===== config.mk =====
export PLATFORM = sky130hd
export DESIGN_NAME = cal_sequencer
export DESIGN_NICKNAME = d
export VERILOG_FILES = /design/src/rtl/cal_seq_pkg.sv /design/src/rtl/cal_seq_datapath.sv /design/src/rtl/cal_seq_ctrl.sv /design/src/rtl/cal_sequencer.sv
export SDC_FILE = /design/constraint.sdc
export NUM_CORES = 1
export LEC_CHECK = 0
export ABC_AREA = 1
export BUFFER_PORTS_ARGS = -buffer_cell sky130_fd_sc_hd__buf_2
export CORE_AREA = 2 2 66 92
export CTS_CLUSTER_SIZE = 12
export DETAILED_ROUTE_END_ITERATION = 10
export DIE_AREA = 0 0 68 94
export PLACE_DENSITY = 0.67
export SETUP_SLACK_MARGIN = 0.4
export SYNTH_ARGS = -nofsm -noshare
export SYNTH_HDL_FRONTEND = slang
export SYNTH_SLANG_ARGS = --single-unit

===== constraint.sdc =====
create_clock -name clk -period 1.57 [get_ports clk]
set_input_delay 0.157 -clock clk [delete_from_list [all_inputs] [get_ports clk]]
set_output_delay 0.157 -clock clk [all_outputs]
set_load 0.02 [all_outputs]

===== src/rtl/cal_seq_pkg.sv =====
`timescale 1ns/1ps
package cal_seq_pkg;

  typedef enum logic [1:0] {
    ST_LOAD = 2'd0,
    ST_PWR  = 2'd1,
    ST_IDLE = 2'd2,
    ST_RUN  = 2'd3
  } calState_e;

  typedef struct packed {
    logic loadDelay;
    logic decDelay;
    logic loadBusy;
    logic decBusy;
  } calStrobes_t;

endpackage


===== src/rtl/cal_seq_datapath.sv =====
`timescale 1ns/1ps
module cal_seq_datapath
  import cal_seq_pkg::*;
#(
  parameter int LOW_RUN     = 80,
  parameter int HIGH_RUN    = 80,
  parameter int SHORT_DELAY = 256,
  parameter int LONG_DELAY  = 16384,
  parameter int CAL_CYCLES  = 1024
) (
  input  logic        clk,
  input  logic        rstN,
  input  logic        calReq,
  input  logic        extCtrlMode,
  input  logic        longDelay,
  input  calStrobes_t strobes,
  input  logic        calRunning,
  output logic        patternHit,
  output logic        delayDone,
  output logic        busyDone,
  output logic        outClkEnable
);

  localparam int MAX_DELAY = (LONG_DELAY > SHORT_DELAY) ? LONG_DELAY : SHORT_DELAY;
  localparam int LOW_W  = $clog2(LOW_RUN + 1);
  localparam int HIGH_W = $clog2(HIGH_RUN + 1);
  localparam int DLY_W  = $clog2(MAX_DELAY + 1);
  localparam int BUSY_W = $clog2(CAL_CYCLES + 1);

  localparam logic [LOW_W-1:0]  LOW_FULL   = LOW_W'(LOW_RUN);
  localparam logic [LOW_W-1:0]  LOW_ONE    = LOW_W'(1);
  localparam logic [HIGH_W-1:0] HIGH_LAST  = HIGH_W'(HIGH_RUN - 1);
  localparam logic [HIGH_W-1:0] HIGH_ONE   = HIGH_W'(1);
  localparam logic [DLY_W-1:0]  SHORT_LAST = DLY_W'(SHORT_DELAY - 1);
  localparam logic [DLY_W-1:0]  LONG_LAST  = DLY_W'(LONG_DELAY - 1);
  localparam logic [DLY_W-1:0]  DLY_ONE    = DLY_W'(1);
  localparam logic [BUSY_W-1:0] BUSY_LAST  = BUSY_W'(CAL_CYCLES - 1);
  localparam logic [BUSY_W-1:0] BUSY_ONE   = BUSY_W'(1);

  logic [LOW_W-1:0]  lowCnt;
  logic [HIGH_W-1:0] highCnt;
  logic              hitQ;
  logic [DLY_W-1:0]  dlyCnt;
  logic [BUSY_W-1:0] busyCnt;
  logic              tailQ;
  logic              useLong;

  // Request pattern detector: saturating low-run count, then high-run count.
  always_ff @(posedge clk or negedge rstN) begin
    if (!rstN) begin
      lowCnt  <= '0;
      highCnt <= '0;
      hitQ    <= 1'b0;
    end else begin
      hitQ <= 1'b0;
      if (!calReq) begin
        highCnt <= '0;
        if (highCnt != '0)          lowCnt <= LOW_ONE;
        else if (lowCnt != LOW_FULL) lowCnt <= lowCnt + LOW_ONE;
      end else if (lowCnt != LOW_FULL) begin
        lowCnt  <= '0;
        highCnt <= '0;
      end else if (highCnt == HIGH_LAST) begin
        hitQ    <= 1'b1;
        lowCnt  <= '0;
        highCnt <= '0;
      end else begin
        highCnt <= highCnt + HIGH_ONE;
      end
    end
  end

  // Serial control reuses the select pin, so the long delay is masked off.
  assign useLong = longDelay & ~extCtrlMode;

  always_ff @(posedge clk or negedge rstN) begin
    if (!rstN)                 dlyCnt <= '0;
    else if (strobes.loadDelay) dlyCnt <= useLong ? LONG_LAST : SHORT_LAST;
    else if (strobes.decDelay)  dlyCnt <= dlyCnt - DLY_ONE;
  end

  always_ff @(posedge clk or negedge rstN) begin
    if (!rstN)                 busyCnt <= '0;
    else if (strobes.loadBusy) busyCnt <= BUSY_LAST;
    else if (strobes.decBusy)  busyCnt <= busyCnt - BUSY_ONE;
  end

  // One trailing cycle of gating after the busy window closes.
  always_ff @(posedge clk or negedge rstN) begin
    if (!rstN) tailQ <= 1'b0;
    else       tailQ <= calRunning;
  end

  assign patternHit   = hitQ;
  assign delayDone    = (dlyCnt == '0);
  assign busyDone     = (busyCnt == '0);
  assign outClkEnable = ~(calRunning | tailQ);

endmodule


===== src/rtl/cal_seq_ctrl.sv =====
`timescale 1ns/1ps
module cal_seq_ctrl
  import cal_seq_pkg::*;
(
  input  logic        clk,
  input  logic        rstN,
  input  logic        patternHit,
  input  logic        delayDone,
  input  logic        busyDone,
  output calStrobes_t strobes,
  output logic        calRunning
);

  calState_e state, stateNext;

  always_ff @(posedge clk or negedge rstN) begin
    if (!rstN) state <= ST_LOAD;
    else       state <= stateNext;
  end

  always_comb begin
    stateNext = state;
    strobes   = '0;
    unique case (state)
      ST_LOAD: begin
        strobes.loadDelay = 1'b1;
        stateNext         = ST_PWR;
      end
      ST_PWR: begin
        if (patternHit || delayDone) begin
          strobes.loadBusy = 1'b1;
          stateNext        = ST_RUN;
        end else begin
          strobes.decDelay = 1'b1;
        end
      end
      ST_IDLE: begin
        if (patternHit) begin
          strobes.loadBusy = 1'b1;
          stateNext        = ST_RUN;
        end
      end
      ST_RUN: begin
        // A request completing here is dropped on purpose.
        if (busyDone) stateNext = ST_IDLE;
        else          strobes.decBusy = 1'b1;
      end
      default: stateNext = ST_LOAD;
    endcase
  end

  assign calRunning = (state == ST_RUN);

endmodule


===== src/rtl/cal_sequencer.sv =====
`timescale 1ns/1ps
module cal_sequencer
  import cal_seq_pkg::*;
#(
  parameter int LOW_RUN     = 80,
  parameter int HIGH_RUN    = 80,
  parameter int SHORT_DELAY = 256,
  parameter int LONG_DELAY  = 16384,
  parameter int CAL_CYCLES  = 1024
) (
  input  logic clk,
  input  logic rstN,
  input  logic calReq,
  input  logic extCtrlMode,
  input  logic longDelay,
  output logic calRunning,
  output logic outClkEnable
);

  calStrobes_t strobes;
  logic        patternHit;
  logic        delayDone;
  logic        busyDone;

  cal_seq_ctrl ctrl_i (
    .clk        (clk),
    .rstN       (rstN),
    .patternHit (patternHit),
    .delayDone  (delayDone),
    .busyDone   (busyDone),
    .strobes    (strobes),
    .calRunning (calRunning)
  );

  cal_seq_datapath #(
    .LOW_RUN     (LOW_RUN),
    .HIGH_RUN    (HIGH_RUN),
    .SHORT_DELAY (SHORT_DELAY),
    .LONG_DELAY  (LONG_DELAY),
    .CAL_CYCLES  (CAL_CYCLES)
  ) dp_i (
    .clk          (clk),
    .rstN         (rstN),
    .calReq       (calReq),
    .extCtrlMode  (extCtrlMode),
    .longDelay    (longDelay),
    .strobes      (strobes),
    .calRunning   (calRunning),
    .patternHit   (patternHit),
    .delayDone    (delayDone),
    .busyDone     (busyDone),
    .outClkEnable (outClkEnable)
  );

endmodule


== Word-level counts from Yosys, hierarchy flattened ==
Index checks and enable logic that the tools add are counted.

* Bits in registers: 44
* Input bits: 5
* Output and inout port bits: 2
* Logic and storage cells: 62

* Add/sub/neg operators: 4
* Equality and inequality tests: 9
* Multiplexer cells: 28
* Bitwise gates (word level): 4
* Reductions and logical operators: 10

{| class="wikitable"
|+ Operator list
! operator !! count
|-
| $mux W7 || 8
|-
| $mux W15 || 2
|-
| $mux W11 || 2
|-
| $logic_not A15 Y1 || 1
|-
| $sub A15 B1 Y15 const B || 1
|-
| $add A7 B1 Y7 const B || 2
|-
| $mux W14 || 1
|-
| $logic_not A11 Y1 || 1
|-
| $sub A11 B1 Y11 const B || 1
|-
| $mux W1 || 10
|-
| $pmux W2 S4 || 1
|-
| $eq A7 B7 Y1 const B || 1
|-
| $ne A7 B7 Y1 const B || 1
|-
| $reduce_bool A7 Y1 || 1
|-
| $mux W2 || 3
|-
| $eq A2 B2 Y1 const B || 2
|-
| $ne A2 B1 Y1 const B || 2
|-
| $reduce_bool A2 Y1 || 2
|-
| $ne A3 B1 Y1 const B || 1
|-
| $reduce_and A3 Y1 || 1
|-
| $reduce_bool A3 Y1 || 1
|-
| $eq A2 B1 Y1 const B || 1
|-
| $logic_not A2 Y1 || 1
|-
| $ne A2 B2 Y1 const B || 1
|-
| other kinds (6) || 7
|}

== Logic depth before layout (Yosys ltp) ==
* Depth after elaboration: 6
* Depth in mapped cells: 11
* Mapped depth without buffers: 10

== Hierarchy ==
A second synthesis with hierarchy kept.

* Cells, all modules: 335
* Area total of the unflattened synthesis: 2544.9 um^2

{| class="wikitable"
|+ By module, submodules not included
! module !! instances !! cells an instance !! area each (um^2) !! sequential area each (um^2)
|-
| cal_seq_datapath || 1 || 306 || 2314.7 || 1051.0
|-
| cal_seq_ctrl || 1 || 29 || 230.2 || 50.0
|}

== Least setup slack after synthesis ==
Ideal clock, no wire load.

* Kind: register to register
* Start: register dp_i.dlyCnt[0]
* End: register dp_i.dlyCnt[0]
* Library setup time: 120 ps
* Arrival time: 1388 ps
* Required time: 1450 ps
* Path slack: 61 ps
* Stages on the path, launching flop included: 11
* Buffers on the path: 1
* Clock period less this slack: 1509 ps
* Cells stage by stage: dfrtp_1 inv_1 ha_1 nand3_1 nor2_1 nand2_2 nand3_4 nand2_4 buf_6 o21ai_1 nand2_1

* Cells in the longest elaborated chain, start to end: 5
* Elaborated cells on any way between the ends: 8
* Classes of those cells: 1 x add/sub; 4 x mux; 3 x reduce/logical

{| class="wikitable"
|+ RTL lines
! what !! line !! text
|-
| start: declaration || cal_seq_datapath.sv:43 || <nowiki>logic [DLY_W-1:0] dlyCnt;</nowiki>
|-
| start signal: assignment || cal_seq_datapath.sv:78 || <nowiki>else if (strobes.loadDelay) dlyCnt <= useLong ? LONG_LAST : SHORT_LAST;</nowiki>
|-
| start signal: assignment || cal_seq_datapath.sv:79 || <nowiki>else if (strobes.decDelay) dlyCnt <= dlyCnt - DLY_ONE;</nowiki>
|-
| parallel branches: the longest is 5 deep, another holds $sub A15 B1 Y15 || -- ||
|}

Parallel ways; which one is timed is not known. The select of a mux whose other input is x is not followed.
A chain may end at the register's enable or synchronous reset.

== Worst setup path in the final report ==
* Start: register dp_i.dlyCnt[0]
* End: register dp_i.dlyCnt[10]

Same word-level chain as after synthesis.

==> impl_metrics.ini <==
[outcome]
status = complete, no violations

[placement]
detailedPlacementHpwl_um = 4390
port-buffer-count = 6
dp_cells = 472
routabilityCongestion = 0.803
placedInstanceArea_um2 = 3170
place_ws_ns = -0.0240

[route]
first_pass_iteration_count_of_the_detailed_router = 5
antenna_left = 0
drcViolationCount = 0
finalWirelength_um = 7090
dr.first_iter.drc_count = 130
avgRoutedWirePerCell_um = 13.8
vias = 2664
routed_via_density = 5.19

[sta]
setup_ws_ns = 0.108
layout_min_cycle_time_ns = 1.46
finalHoldWorstSlack_ns = 0.140
fmax_mhz = 684
tcrit_tclk_final_pct = 93.1
finClkSkew_ns = 0.00524
unrepaired_setup_endpoints_after_global_routing = true
slew_headroom_pct = 80.1
report.final.setup_viol = 0
final_max_slew_viol_count = 0
hold_viol_final = 0
worst_pin_slew_ns = 0.298

[logic_synthesis]
main_synth_ff_type = dfrtp_1
synth.distinct_cells = 31
mappedNetlistArea_um2 = 2700
ys_ff_latch = 44
async_set_or_reset_register_ratio_after_synthesis_pct = 100
number_of_warnings_reported_in_the_yosys_synthesis_log = 0
ys_seq_area_share_pct = 40.8
synthCells = 371
syn_nets = 389
top_cell_type_by_total_area_after_synthesis = dfrtp_1
cells_taking_the_most_area_after_synthesis = dfrtp_1, nand2_1, nor2_1, nand3_1, inv_1
synth-edff-count = 0
fraction_of_synthesized_cell_area_taken_by_the_top_area_cell_type_pct = 40.8
avgSynthCellArea_um2 = 7.28

[floorplan]
die_x_um = 68
top_level_ports = 7
dieHeight_um = 94
floorplan.core_area_um2 = 5530
cell_rows = 32
die_area_um2 = 6390
initial_utilization_pct = 48.9

[worst_setup_path]
cell_with_the_biggest_individual_delay_on_the_critical_path = dfrtp_1
cp_data_arrival_time_ns = 1.66
timing.critical_path.cells = inv_2 -> ha_4 -> nand3_4 -> nor2_2 -> nand2_2 -> nand3_4 -> nand2_8 -> buf_8 -> nand2_1 -> nand2_1
cp_slowest_stage_delay_ns = 0.40
criticalPathCategory = flip-flop to flip-flop
startpoint_type = flip-flop
worst-endpoint-required_ns = 1.77
critical_path.max_fanout = 7
worstSetupEndpointType = flip-flop

[hold_path]
hold_path.class = input port to flip-flop

[final_layout]
finalCoreUtilization_pct = 72.5
antennaDiodeCount = 0
ratio_of_cells_with_drive_above_1_in_the_final_layout_pct = 43.4
layout_common_cells = nand2_1, buf_4, dfrtp_1, inv_1, nor2_1
nNetsFinal = 462
fillerInstances = 401
layoutNonFillerInstCount = 513
final_cell_area_um2 = 4000
synthToLayoutAreaGrowth_pct = 48.2
final_common_cell = nand2_1

[cts]
clockRootBuffer = clkbuf_8
clock_tree.htree_level_count = 2
cts_tree = yes
clk_pin_slew_ns = 0.10
clkSinkCount = 44
ctsLongestPathBuffers = 2
cts_made_buffers = 5
worstSkewPairLatency_ns = 0.30

[power]
peakVddDrop_v = 0.000414
leakagePower_nw = 1.97
cellPowerDensity_nw_per_um2 = 557

[grt]
grt_pass1_vias = 2601
globalRouteOverflowTotal = 0
global_route_usage_over_all_layers_pct = 23.6
grt_pass1_wl_um = 11500
largest_net_degree_at_the_start_of_global_routing = 45
grt_antenna_before_repair = 0

[run]
drv.max_cap_violation_count = 0
==> through the flow <==
stage               power (mW)  setup TNS (ns)
floorplan                 1.23               0
global placement          1.29               0
detailed placement        1.29         -0.0410
CTS                       2.22               0
global route              2.31               0
finish                    2.23               0
==> cells by family after synthesis <==
logic type	Yosys count	share of synthesized area (%)
xor gates and xnor gates	12	3.89
and+or+nand+nor	220	35.2
buffers and inverters	53	8.11
AOI/OAI and AO/OA	29	6.02
DFF	44	40.8
adders and majority gates	13	6.02
==> path summary, 6_finish.rpt <==
kind	endpoint	cells after the start	start	slack, ns
max in group asynchronous	ctrl_i.state[0]	3	rstN	0.98
min in group asynchronous	dp_i.highCnt[0]	3	rstN	0.35
max	dp_i.dlyCnt[10]	10	dp_i.dlyCnt[0]	0.11
max reg2reg	dp_i.dlyCnt[10]	10	dp_i.dlyCnt[0]	0.11
min	dp_i.highCnt[2]	3	calReq	0.14
min reg2reg	dp_i.dlyCnt[0]	2	dp_i.dlyCnt[0]	0.51
==> area by class of cell <==
| class | instances | area [um^2] | share of cell area (%) |
|---|---|---|---|
| Tap cell | 68 | 85.1 | 2.13 |
| Clock buffer | 5 | 68.8 | 1.72 |
| Timing Repair Buffer | 70 | 593 | 14.8 |
| Sequential cell | 44 | 1100 | 27.5 |
| Inverter | 47 | 189 | 4.72 |
| Clock inverter | 3 | 47.5 | 1.19 |
| Multi-Input combinational cell | 276 | 1920 | 47.9 |
==> metal layers <==
metal / track usage [%] / vias up / share of wire, %
li1: - / 1315 / -
met1: 26.5 / 1292 / 40
met2: 43.0 / 43 / 56
met3: 3.36 / 14 / 2.1
met4: 9.33 / 0 / 2.3
met5: 0 / - / 0
==> repair_timing <==
item	CTS	global route
hold buffers	1	0
gates resized for setup	79	50
pin swaps	25	24
setup buffers	23	6
setup endpoints to repair	45	45
gates cloned	3	0
hold endpoints to repair	44	0
==> power breakdown <==
group,switching [mW],internal (mW),leakage [nW]
sequential,0.0104,1.15,0.569
combinational,0.0908,0.0635,1.34
clock,0.441,0.480,0.0583
==> synth_stat cells, types with 3 or more instances <==
master / instances
nand2_1: 108
nor2_1: 55
inv_1: 46
dfrtp_1: 44
nand3_1: 39
ha_1: 13
o21ai_0: 11
a21oi_1: 10
xor2_1: 9
nand3b_1: 4
buf_2: 3
nand4_1: 3
xnor2_1: 3
==> sequential cells by signal, summed over array words and instances (netlist names) <==
| signal | flops |
|---|---|
| dp_i.lowCnt | 7 |
| dp_i.busyCnt | 11 |
| dp_i.dlyCnt | 15 |
| dp_i.highCnt | 7 |
| ctrl_i.state | 2 |
| dp_i.patternHit | 1 |
| dp_i.tailQ | 1 |
==> critical path, delay by kind of cell, from the launching register on <==
kind	cells	cell delay, ns
AND/OR/NAND/NOR	7	0.58
flip-flops	1	0.40
adder cells (fa/ha/maj)	1	0.15
buffers and inverters	2	0.24
Note: power is estimated with default switching activity, not from simulation.
